<file path="src/rtl/cla_pkg.sv">
package cla_pkg;
    // bits in one lookahead slice
    parameter int unsigned SLICE_W = 4;
    // slices in the block
    parameter int unsigned SLICE_N = 4;
    parameter int unsigned ADD_W   = SLICE_W * SLICE_N;
endpackage

</file>
<file path="src/rtl/cla_bitcell.sv">
// Per-bit carry terms and half-sum for a vector of bit positions.
module cla_bitcell #(
    parameter int unsigned W = 16
) (
    input  logic [W-1:0] x,
    input  logic [W-1:0] y,
    output logic [W-1:0] gen_b,
    output logic [W-1:0] prop_b,
    output logic [W-1:0] half_b
);
    genvar i;
    generate
        for (i = 0; i < W; i++) begin : g_bit
            assign gen_b[i]  = x[i] & y[i];
            assign prop_b[i] = x[i] | y[i];
            assign half_b[i] = x[i] ^ y[i];
        end
    endgenerate
endmodule

</file>
<file path="src/rtl/cla_lookahead.sv">
// Lookahead unit: carries into each position as flat sums of products,
// plus the unit-wide propagate and generate terms.
module cla_lookahead #(
    parameter int unsigned N = 4
) (
    input  logic [N-1:0] pin,
    input  logic [N-1:0] gin,
    input  logic         cin,
    output logic [N-1:0] cpos,
    output logic         unit_p,
    output logic         unit_g
);
    logic gsum;
    logic pchain;

    always_comb begin
        cpos[0] = cin;
        for (int i = 1; i < N; i++) begin
            gsum   = 1'b0;
            pchain = 1'b1;
            for (int j = i - 1; j >= 0; j--) begin
                gsum   = gsum | (gin[j] & pchain);
                pchain = pchain & pin[j];
            end
            cpos[i] = gsum | (pchain & cin);
        end
        gsum   = 1'b0;
        pchain = 1'b1;
        for (int j = N - 1; j >= 0; j--) begin
            gsum   = gsum | (gin[j] & pchain);
            pchain = pchain & pin[j];
        end
        unit_g = gsum;
        unit_p = pchain;
    end
endmodule

</file>
<file path="src/rtl/cla_adder16.sv">
module cla_adder16
    import cla_pkg::*;
#(
    parameter int unsigned GRP_W = SLICE_W,
    parameter int unsigned GRP_N = SLICE_N,
    localparam int unsigned W    = GRP_W * GRP_N
) (
    input  logic [W-1:0] op_a,
    input  logic [W-1:0] op_b,
    input  logic         carry_in,
    output logic [W-1:0] sum_out,
    output logic         carry_out,
    output logic         blk_prop,
    output logic         blk_gen
);
    logic [W-1:0]     bit_g;
    logic [W-1:0]     bit_p;
    logic [W-1:0]     bit_h;
    logic [W-1:0]     bit_c;
    logic [GRP_N-1:0] grp_p;
    logic [GRP_N-1:0] grp_g;
    logic [GRP_N-1:0] grp_c;

    cla_bitcell #(.W(W)) u_cells (
        .x      (op_a),
        .y      (op_b),
        .gen_b  (bit_g),
        .prop_b (bit_p),
        .half_b (bit_h)
    );

    genvar k;
    generate
        for (k = 0; k < GRP_N; k++) begin : g_slice
            cla_lookahead #(.N(GRP_W)) u_la1 (
                .pin    (bit_p[k*GRP_W +: GRP_W]),
                .gin    (bit_g[k*GRP_W +: GRP_W]),
                .cin    (grp_c[k]),
                .cpos   (bit_c[k*GRP_W +: GRP_W]),
                .unit_p (grp_p[k]),
                .unit_g (grp_g[k])
            );
        end
    endgenerate

    // second level: slice carries straight from slice terms
    cla_lookahead #(.N(GRP_N)) u_la2 (
        .pin    (grp_p),
        .gin    (grp_g),
        .cin    (carry_in),
        .cpos   (grp_c),
        .unit_p (blk_prop),
        .unit_g (blk_gen)
    );

    assign sum_out   = bit_h ^ bit_c;
    assign carry_out = blk_gen | (blk_prop & carry_in);
endmodule

</file>
<file path="config.mk">
export PLATFORM = sky130hd
export DESIGN_NAME = cla_adder16
export DESIGN_NICKNAME = d
export VERILOG_FILES = /design/src/rtl/cla_pkg.sv /design/src/rtl/cla_bitcell.sv /design/src/rtl/cla_lookahead.sv /design/src/rtl/cla_adder16.sv
export SDC_FILE = /design/constraint.sdc
export NUM_CORES = 1
export LEC_CHECK = 0
export BUFFER_PORTS_ARGS = -buffer_cell sky130_fd_sc_hd__buf_2
export CORE_ASPECT_RATIO = 0.8
export CORE_MARGIN = 2
export CORE_UTILIZATION = 53
export DETAILED_ROUTE_END_ITERATION = 16
export GPL_TIMING_DRIVEN = 0
export PLACE_DENSITY = 0.91
export SYNTH_ARGS = -nofsm -noshare
export SYNTH_HDL_FRONTEND = slang
export SYNTH_HIERARCHICAL = 1
export SYNTH_SLANG_ARGS = --single-unit
</file>
<file path="constraint.sdc">
create_clock -name vclk -period 2.65
set_input_delay 0.265 -clock vclk [all_inputs]
set_output_delay 0.265 -clock vclk [all_outputs]
set_load 0.01 [all_outputs]
</file>
# Yosys cells after proc, flatten, opt, wreduce, memory -nomap -nowiden

Index checks and enable logic that the tools add are counted.

Flip-flop bits (word level): 0
Input bits: 33

Bitwise logic cells: 171

Operators by type and width:

| kind               | count |
|---|---|
| bitwise AND 1 bit  | 92 |
| bitwise OR 1 bit   | 62 |
| bitwise XOR 1 bit  | 16 |
| bitwise XOR 16 bit | 1 |

# Longest topological paths before layout

Gate-level depths: netlist of run 1.

Depth after elaboration: 12
Depth in mapped cells: 10
Gate-level depth less buffers: 10

# Cells and area by module

The synthesis of run 1 kept the hierarchy.

By module, submodules not included:

| module        | cells each | area an instance (sq um) | instances | sequential area each (sq um) |
|---|---|---|---|---|
| cla_bitcell   | 80         | 580.6                    | 1         | 0.0 |
| cla_lookahead | 11         | 65.1                     | 5         | 0.0 |
| cla_adder16   | 17         | 147.6                    | 1         | 0.0 |

# Least setup slack after synthesis of run 1

No wires, ideal clock.

Kind: input-to-output
Start point: input op_b[1]
End point: output sum_out[15]
Arrival: 1.789 ns
Stages: 10
Data required time: 2.385 ns
Slack: 0.596 ns
Cells stage by stage: inv_1 ha_1 inv_1 a21oi_1 o21ai_0 a21o_1 a31o_1 a21o_1 a31o_1 xor2_1

Longest elaborated chain between the ends: 10

Ends and longest elaborated chain:

| item                | line                | source |
|---|---|---|
| start: declaration  | cla_adder16.sv:9    | `input logic [W-1:0] op_b,` |
| bitwise OR 1 bit    | cla_bitcell.sv:15   | `assign prop_b[i] = x[i] \| y[i];` |
| named net bit_p[1]  | cla_adder16.sv:17   | `logic [W-1:0] bit_p;` |
| bitwise AND 1 bit   | cla_lookahead.sv:31 | `pchain = pchain & pin[j];` |
| bitwise AND 1 bit   | cla_lookahead.sv:30 | `gsum = gsum \| (gin[j] & pchain);` |
| bitwise OR 1 bit    | cla_lookahead.sv:30 |  |
| named net grp_g[0]  | cla_adder16.sv:21   | `logic [GRP_N-1:0] grp_g;` |
| bitwise AND 1 bit   | cla_lookahead.sv:22 | `gsum = gsum \| (gin[j] & pchain);` |
| bitwise OR 1 bit    | cla_lookahead.sv:22 |  |
| bitwise OR 1 bit    | cla_lookahead.sv:25 | `cpos[i] = gsum \| (pchain & cin);` |
| named net grp_c[3]  | cla_adder16.sv:22   | `logic [GRP_N-1:0] grp_c;` |
| bitwise AND 1 bit   | cla_lookahead.sv:25 |  |
| bitwise OR 1 bit    | cla_lookahead.sv:25 |  |
| named net bit_c[15] | cla_adder16.sv:19   | `logic [W-1:0] bit_c;` |
| bitwise XOR 16 bit  | cla_adder16.sv:56   | `assign sum_out = bit_h ^ bit_c;` |
| end: declaration    | cla_adder16.sv:11   | `output logic [W-1:0] sum_out,` |

The timed path passes the listed nets, and every way through them passes these cells.

# Worst setup path after layout of run 1

Start point: input op_b[5]
End point: output sum_out[15]

Longest elaborated chain between the ends: 11

Ends and longest elaborated chain:

| item                          | line |
|---|---|
| bitwise OR 1 bit              | cla_bitcell.sv:15 |
| named net bit_p[5]            | cla_adder16.sv:17 |
| bitwise AND 1 bit             | cla_lookahead.sv:31 |
| bitwise AND 1 bit             | cla_lookahead.sv:30 |
| bitwise OR 1 bit              | cla_lookahead.sv:30 |
| named net grp_g[1]            | cla_adder16.sv:21 |
| bitwise AND 1 bit             | cla_lookahead.sv:22 |
| bitwise OR 1 bit (2 in a row) | cla_lookahead.sv:22 |
| bitwise OR 1 bit              | cla_lookahead.sv:25 |
| named net grp_c[3]            | cla_adder16.sv:22 |
| bitwise AND 1 bit             | cla_lookahead.sv:25 |
| bitwise OR 1 bit              | cla_lookahead.sv:25 |
| named net bit_c[15]           | cla_adder16.sv:19 |
| bitwise XOR 16 bit            | cla_adder16.sv:56 |

The timed path passes the listed nets, and every way through them passes these cells.

==> results of run 1 <==
[worst paths after layout]
kind	start	endpoint	slack, ns	cells past startpoint
max	op_b[5]	sum_out[15]	0.26	12
min	carry_in	carry_out	0.85	3
[routing by layer]
metal  track usage, %  up-vias  share of wire (%)
li1                 -      567                  -
met1             25.1      463                 47
met2             36.3       30                 47
met3            0.345        0                5.1
met4                0        0                  0
met5                0        -                  0
[cell families after synthesis]
kind of cell             synth area share [%]
AO/OA/AOI/OAI                            22.7
XOR/XNOR                                 13.3
adder cells (fa/ha/maj)                  38.0
buffers and inverters                    20.7
AND/OR/NAND/NOR                          5.34
[cell type report]
type                       instances  share of cell area, %
timing repair buffer              52                   19.4
multi-input combinational         99                   62.2
tap                               24                   2.23
buffer                             5                   2.79
inverter                          48                   13.4
[stage by stage]
stage / power (mW) / area, um2 / hold slack (ns) / setup slack (ns) / cells
finish: 0.290 / 1340 / 0.851 / 0.258 / 228
global route: 0.323 / 1340 / 0.867 / 0.0842 / 228
CTS: 0.292 / 1340 / 0.848 / 0.266 / 228
detailed placement: 0.290 / 1340 / 0.848 / 0.279 / 228
global placement: 0.284 / 1340 / 0.846 / 0.317 / 228
floorplan: 0.183 / 1050 / 0.659 / 0.596 / 152
[power groups by stage]
stage / Clock, mW / Sequential (mW) / Combinational, mW
finish: 0 / 0 / 0.290
global route: 0 / 0 / 0.323
CTS: 0 / 0 / 0.292
global placement: 0 / 0 / 0.284
floorplan: 0 / 0 / 0.183
detailed placement: 0 / 0 / 0.290
[cells in the final DEF (no fill, tap or decap)]
cell type,n
a21o_1,16
a21oi_1,10
a31o_1,5
buf_2,52
buf_4,5
ha_1,32
inv_1,48
nand2_1,10
nor2_1,5
o21ai_0,5
xor2_1,16
[worst max-delay path, delay by kind of cell]
family | cells | cell delay, ns
XOR/XNOR | 1 | 0.16
buffers and inverters | 4 | 0.41
AO/OA/AOI/OAI | 6 | 1.12
adder cells (fa/ha/maj) | 1 | 0.16
==> impl_metrics.ini, run 1 <==
[sta]
fin_crit_sh_pct = 90.3
worst_pin_slew_ns = 0.327
rsz0062_at_grt = no
period_minus_slack_ns = 2.39
tns_ns = 0
slew_headroom_pct = 78.0
hold_viol = 0
fmax_mhz = 418
setup_viol = 0
slew_viol_final = 0

[global_routing]
antenna_found_initial = 0
overflow = 0
grt_pass1_vias = 941
grt_max_degree = 5
grt_use_total_pct = 19.1
grt_pass1_wl_um = 3580

[placed_design]
gp_congestion = 0.780
io_buffers = 52
dpl.hpwl_um = 2000

[finish]
n_fill_cell = 166
seq_cell_count = 0
clock_buffers = 0
regArea_um2 = 0
multi_input_area_um2 = 836
nNetsFinal = 271
n_antenna_cell = 0
syn_to_final_growth_pct = 27.6
final_core_util_pct = 71.7
drive_gt1_share_pct = 27.9

[routing]
route.vias.total = 1060
drt_iter0_drc = 12
drt_wl_total_um = 2180
wire_per_inst_um = 9.57
vias_per_cell = 4.65
drc_errors = 0
ant_nets = 0
drt-pass1-iter-count = 4

[logic_synthesis]
synth_area_um2 = 1050
synthesis.nets = 217
yosysMostFrequentCell = inv_1
synth_cell_types = 10
syn_area_per_cell_um2 = 6.93
yosysWarningCount = 6
yosysTopAreaCellShare_pct = 38.0
synth.area.top_cells = ha_1, inv_1, xor2_1
yosysSeqAreaShare_pct = 0
yosysTopAreaCell = ha_1
yosys-top-cells-count = inv_1, ha_1, a21o_1, xor2_1
netlist_instances = 152

[floorplanning]
die_y_um = 43.9
die_x_um = 53.8
rows = 14
ioPinCount = 52
start_util_pct = 56.2
core_um2 = 1870
die_area_um2 = 2360

[clock_network]
cts_setup_buffers = 0
ctsHoldBuffers = 0
cts-resized-gates = 0

[power_and_ir_drop]
p_clk_share_pct = 0
p_seq_share_pct = 0
switchingPower_mw = 0.151
p_comb_share_pct = 100.0
power_density_nw_per_um2 = 216
p_int_mw = 0.139
p_leak_nw = 0.942
irDropWorstVdd_mv = 0.135
p_sw_share_pct = 52.0

[outcome]
status = finished clean

[worst_setup_path]
path_max_fanout = 4
cp_cell_sequence = buf_2 -> inv_1 -> ha_1 -> inv_1 -> a21oi_1 -> o21ai_0 -> a21o_1 -> a31o_1 -> a21o_1 -> a31o_1 -> xor2_1 -> buf_2
critPathLaunchType = input pin
critical-path-slowest-cell = a31o_1
worstSetupPathType = in2out
slowest_delay_ns = 0.23
crit_required_ns = 2.38
critPathCaptureType = primary output
cp.arrival_ns = 2.13

[worst_hold_path]
worstHoldPathType = in2out

[run]
drv_cap = 0
No activity file was read; power rests on OpenSTA's default activity.
==> run 2, diff against run 1 <==
Settings changed: CORE_UTILIZATION 53 to 30, PLACE_DENSITY 0.91 to default.
==> run 2 against run 1 <==
Non-clock buffer count unchanged. First-iteration DRC count decreased by 8.3%. Sequential share of layout area unchanged. Cell area increased by 1.7%. Sequential cell count unchanged. Worst hold slack got worse by 0.0058 ns. Combinational power about the same. Global-route usage decreased by 9.5 points. Die area increased by 70%. Critical path depth unchanged. Setup slack improved by 0.014 ns. Largest cell class unchanged.
==> impl_metrics.ini, run 2 (synthesis results as in run 1) <==
[sta]
hold_viol = 0
worst_slack_ns = 0.272
worst_pin_slew_ns = 0.374
slew_headroom_pct = 74.8
tns_ns = 0
slew_viol_final = 0
fmax_mhz = 420
setup_viol = 0
period_minus_slack_ns = 2.38
fin_crit_sh_pct = 89.7
rsz0062_at_grt = no

[finish]
seq_cell_count = 0
n_antenna_cell = 0
final_cell_mix = buf_2, inv_1, ha_1
stdcell_count = 246
layout_commonest_cell = buf_2
nNetsFinal = 271
syn_to_final_growth_pct = 29.7
regArea_um2 = 0
drive_gt1_share_pct = 27.9
final_area_um2 = 1370
clock_buffers = 0

[power_and_ir_drop]
power_density_nw_per_um2 = 210
irDropWorstVdd_mv = 0.101
p_leak_nw = 0.942

[placed_design]
io_buffers = 52
dpl_worst_slack_ns = 0.270
dp_cells = 246
post_dp_cell_area_um2 = 1370
dpl.hpwl_um = 1890
gp_congestion = 0.789

[worst_setup_path]
path_max_fanout = 4
cp.arrival_ns = 2.11
worstSetupPathType = in2out
crit_required_ns = 2.38
critPathCaptureType = primary output
critPathLaunchType = input pin

[routing]
drt_wl_total_um = 2020
route.vias.total = 1009
vias_per_cell = 4.10
wire_per_inst_um = 8.22
drc_errors = 0
drt_iter0_drc = 11
drt-pass1-iter-count = 4
ant_nets = 0

[global_routing]
grt_pass1_vias = 865
antenna_found_initial = 0
grt_max_degree = 5
grt_pass1_wl_um = 3400
overflow = 0
grt_use_total_pct = 9.59

[worst_hold_path]
min_to = carry_out
hp-start = carry_in
worstHoldPathType = in2out
min_path_cells = 3

[floorplanning]
ioPinCount = 52
die_area_um2 = 4000
die_y_um = 57.0
core_um2 = 3400
start_util_pct = 31.0
rows = 19
die_x_um = 70.3

[clock_network]
cts_setup_buffers = 0
ctsHoldBuffers = 0
cts-resized-gates = 0

[run]
drv_cap = 0

[outcome]
status = finished clean
-- run 2: cell counts in the layout (fill, tap and decap cells not counted) --
No cell type changed its count.
-- run 2: worst max-delay path by stage --
stage | startpoint | end | slack (ns)
2_1_floorplan | op_b[1] | sum_out[15] | 0.60
5_1_grt | op_a[1] | sum_out[15] | 0.08
3_5_place_dp | op_b[5] | sum_out[15] | 0.27
4_1_cts | op_b[5] | sum_out[15] | 0.25
6_report | op_a[1] | sum_out[15] | 0.27
3_3_place_gp | op_b[1] | sum_out[15] | 0.28
-- run 2: area by class of cell --
type,count,area (um2)
buffer,5,37.5
fill,367,2030
inverter,48,180
multi-input combinational,99,836
tap,42,52.6
timing repair buffer,52,260
-- run 2: power breakdown --
group          internal, mW  switching, mW  leakage [nW]
Combinational         0.138          0.149         0.942
Clock                     0              0             0
Sequential                0              0             0
-- run 2: critical path: stages --
cell and delay (ns):
buf_2 0.11, inv_1 0.05, ha_1 0.13, inv_1 0.07
a21oi_1 0.14, o21ai_0 0.13, a21o_1 0.22, a31o_1 0.24
a21o_1 0.21, a31o_1 0.23, xor2_1 0.16, buf_2 0.15
-- run 2: through the flow --
stage               utilization, %  power (mW)  hold WS [ns]
floorplan                        -       0.183         0.659
global route                  40.2       0.323         0.869
global placement              40.2       0.289         0.848
CTS                           40.2       0.293         0.851
detailed placement            40.2       0.291         0.853
finish                        40.2       0.287         0.846
-- run 2: layer usage --
metal / vias up / routed length (um) / GRT usage, %
met3: 0 / 137 / 0.353
met2: 30 / 804 / 15.4
li1: 568 / - / -
met4: 0 / 0 / 0
met1: 411 / 1080 / 15.2
met5: - / 0 / 0
==> run 3, diff against run 2 <==
Settings changed: CORE_UTILIZATION 30 to 53, GPL_TIMING_DRIVEN 0 to default, PLACE_DENSITY from default to 0.91.
==> run 3 against run 2 <==
Power decreased by 3.3%. Utilization increased by 30 points. Via count increased by 3.6%. Largest power group unchanged. Final cell count decreased by 9.3%. Global-route usage increased by 7.8 points. Maximum frequency decreased by 0.41%. First-iteration DRC count increased to 2.9 times the previous value. Critical path depth unchanged. Clock-buffer cell count unchanged.
==> impl_metrics.ini, run 3 (synthesis results as in run 1) <==
[outcome]
status = finished clean

[worst_setup_path]
critPathCaptureType = primary output
crit_required_ns = 2.38
cpLargestDelayFamily = compound AO/OA/AOI/OAI gates
worstSetupPathType = in2out
cp.arrival_ns = 2.12
cp_num_buf_inv = 4
slowest_delay_ns = 0.25
cp_cell_sequence = buf_2 -> inv_1 -> ha_1 -> inv_1 -> a21oi_1 -> o21ai_0 -> a21o_1 -> a31o_1 -> a21o_1 -> a31o_1 -> xor2_1 -> buf_2
critical-path-slowest-cell = a31o_1
critPathLaunchType = input pin
path_max_fanout = 4

[routing]
drc_errors = 0
ant_nets = 0
vias_per_cell = 4.69
route.vias.total = 1045
drt_wl_total_um = 1990
drt-pass1-iter-count = 4
drt_iter0_drc = 32
wire_per_inst_um = 8.92

[floorplanning]
ioPinCount = 52
die_y_um = 43.9
start_util_pct = 56.2
rows = 14
core_um2 = 1870
die_area_um2 = 2360
die_x_um = 53.8

[power_and_ir_drop]
p_comb_share_pct = 100.0
p_leak_nw = 0.918
p_clk_share_pct = 0
power_density_nw_per_um2 = 213
p_seq_share_pct = 0
p_sw_share_pct = 53.2
p_int_mw = 0.130
finalPower_mw = 0.278
irDropWorstVdd_mv = 0.154
switchingPower_mw = 0.148

[sta]
slew_headroom_pct = 76.6
worst_slack_ns = 0.262
setup_viol = 0
hold_viol = 0
slew_viol_final = 0
worst_pin_slew_ns = 0.348
hold_slack_ns = 0.855
tns_ns = 0
period_minus_slack_ns = 2.39
fmax_mhz = 419
rsz0062_at_grt = no
fin_crit_sh_pct = 90.1

[finish]
n_antenna_cell = 0
regArea_um2 = 0
nNetsFinal = 266
n_fill_cell = 165
drive_gt1_share_pct = 26.1
final_core_util_pct = 69.7
syn_to_final_growth_pct = 24.0
final_area_um2 = 1310
final_cell_mix = buf_2, inv_1, ha_1
clock_buffers = 0
layout_commonest_cell = buf_2
stdcell_count = 223
seq_cell_count = 0

[global_routing]
overflow = 0
antenna_found_initial = 0
grt_pass1_vias = 909
grt_pass1_wl_um = 3340
grt_use_total_pct = 17.4
grt_max_degree = 5

[worst_hold_path]
worstHoldPathType = in2out

[placed_design]
dpl_worst_slack_ns = 0.272
post_dp_cell_area_um2 = 1310
io_buffers = 52
gp_congestion = 0.777
dp_cells = 223
dpl.hpwl_um = 1850

[clock_network]
cts_setup_buffers = 0
ctsHoldBuffers = 0
cts-resized-gates = 0

[run]
drv_cap = 0
## run 3: changes by cell type in the layout (fill, tap and decap cells not counted)
cell	delta
buf_4	-5
## run 3: layout make-up
cell class                      instances  area, um2  share of cell area, %
Multi-Input combinational cell         99        836                   64.0
Timing Repair Buffer                   52        260                   19.9
Inverter                               48        180                   13.8
Tap cell                               24       30.0                   2.30
## run 3: power groups by stage
stage	logic (mW)	clock network, mW	registers (mW)
detailed placement	0.280	0	0
global placement	0.275	0	0
CTS	0.281	0	0
floorplan	0.183	0	0
global route	0.313	0	0
finish	0.278	0	0
## run 3: tightest hold or removal path, stage by stage
cell and delay, ns:
buf_2 0.13, xor2_1 0.07, buf_2 0.13
## run 3: path summary, 6_finish.rpt
path                 start           to  slack, ns  cells past startpoint
setup / recovery   op_b[1]  sum_out[15]       0.26                     12
hold / removal    carry_in   sum_out[0]       0.86                      3
## run 3: layer usage
| metal | vias to the layer above | GRT usage, % | part of all wire, % |
|---|---|---|---|
| met3 | 0 | 0.690 | 7.3 |
| li1 | 558 | - | - |
| met2 | 36 | 32.0 | 47 |
| met4 | 0 | 0 | 0 |
| met5 | - | 0 | 0 |
| met1 | 451 | 23.7 | 45 |
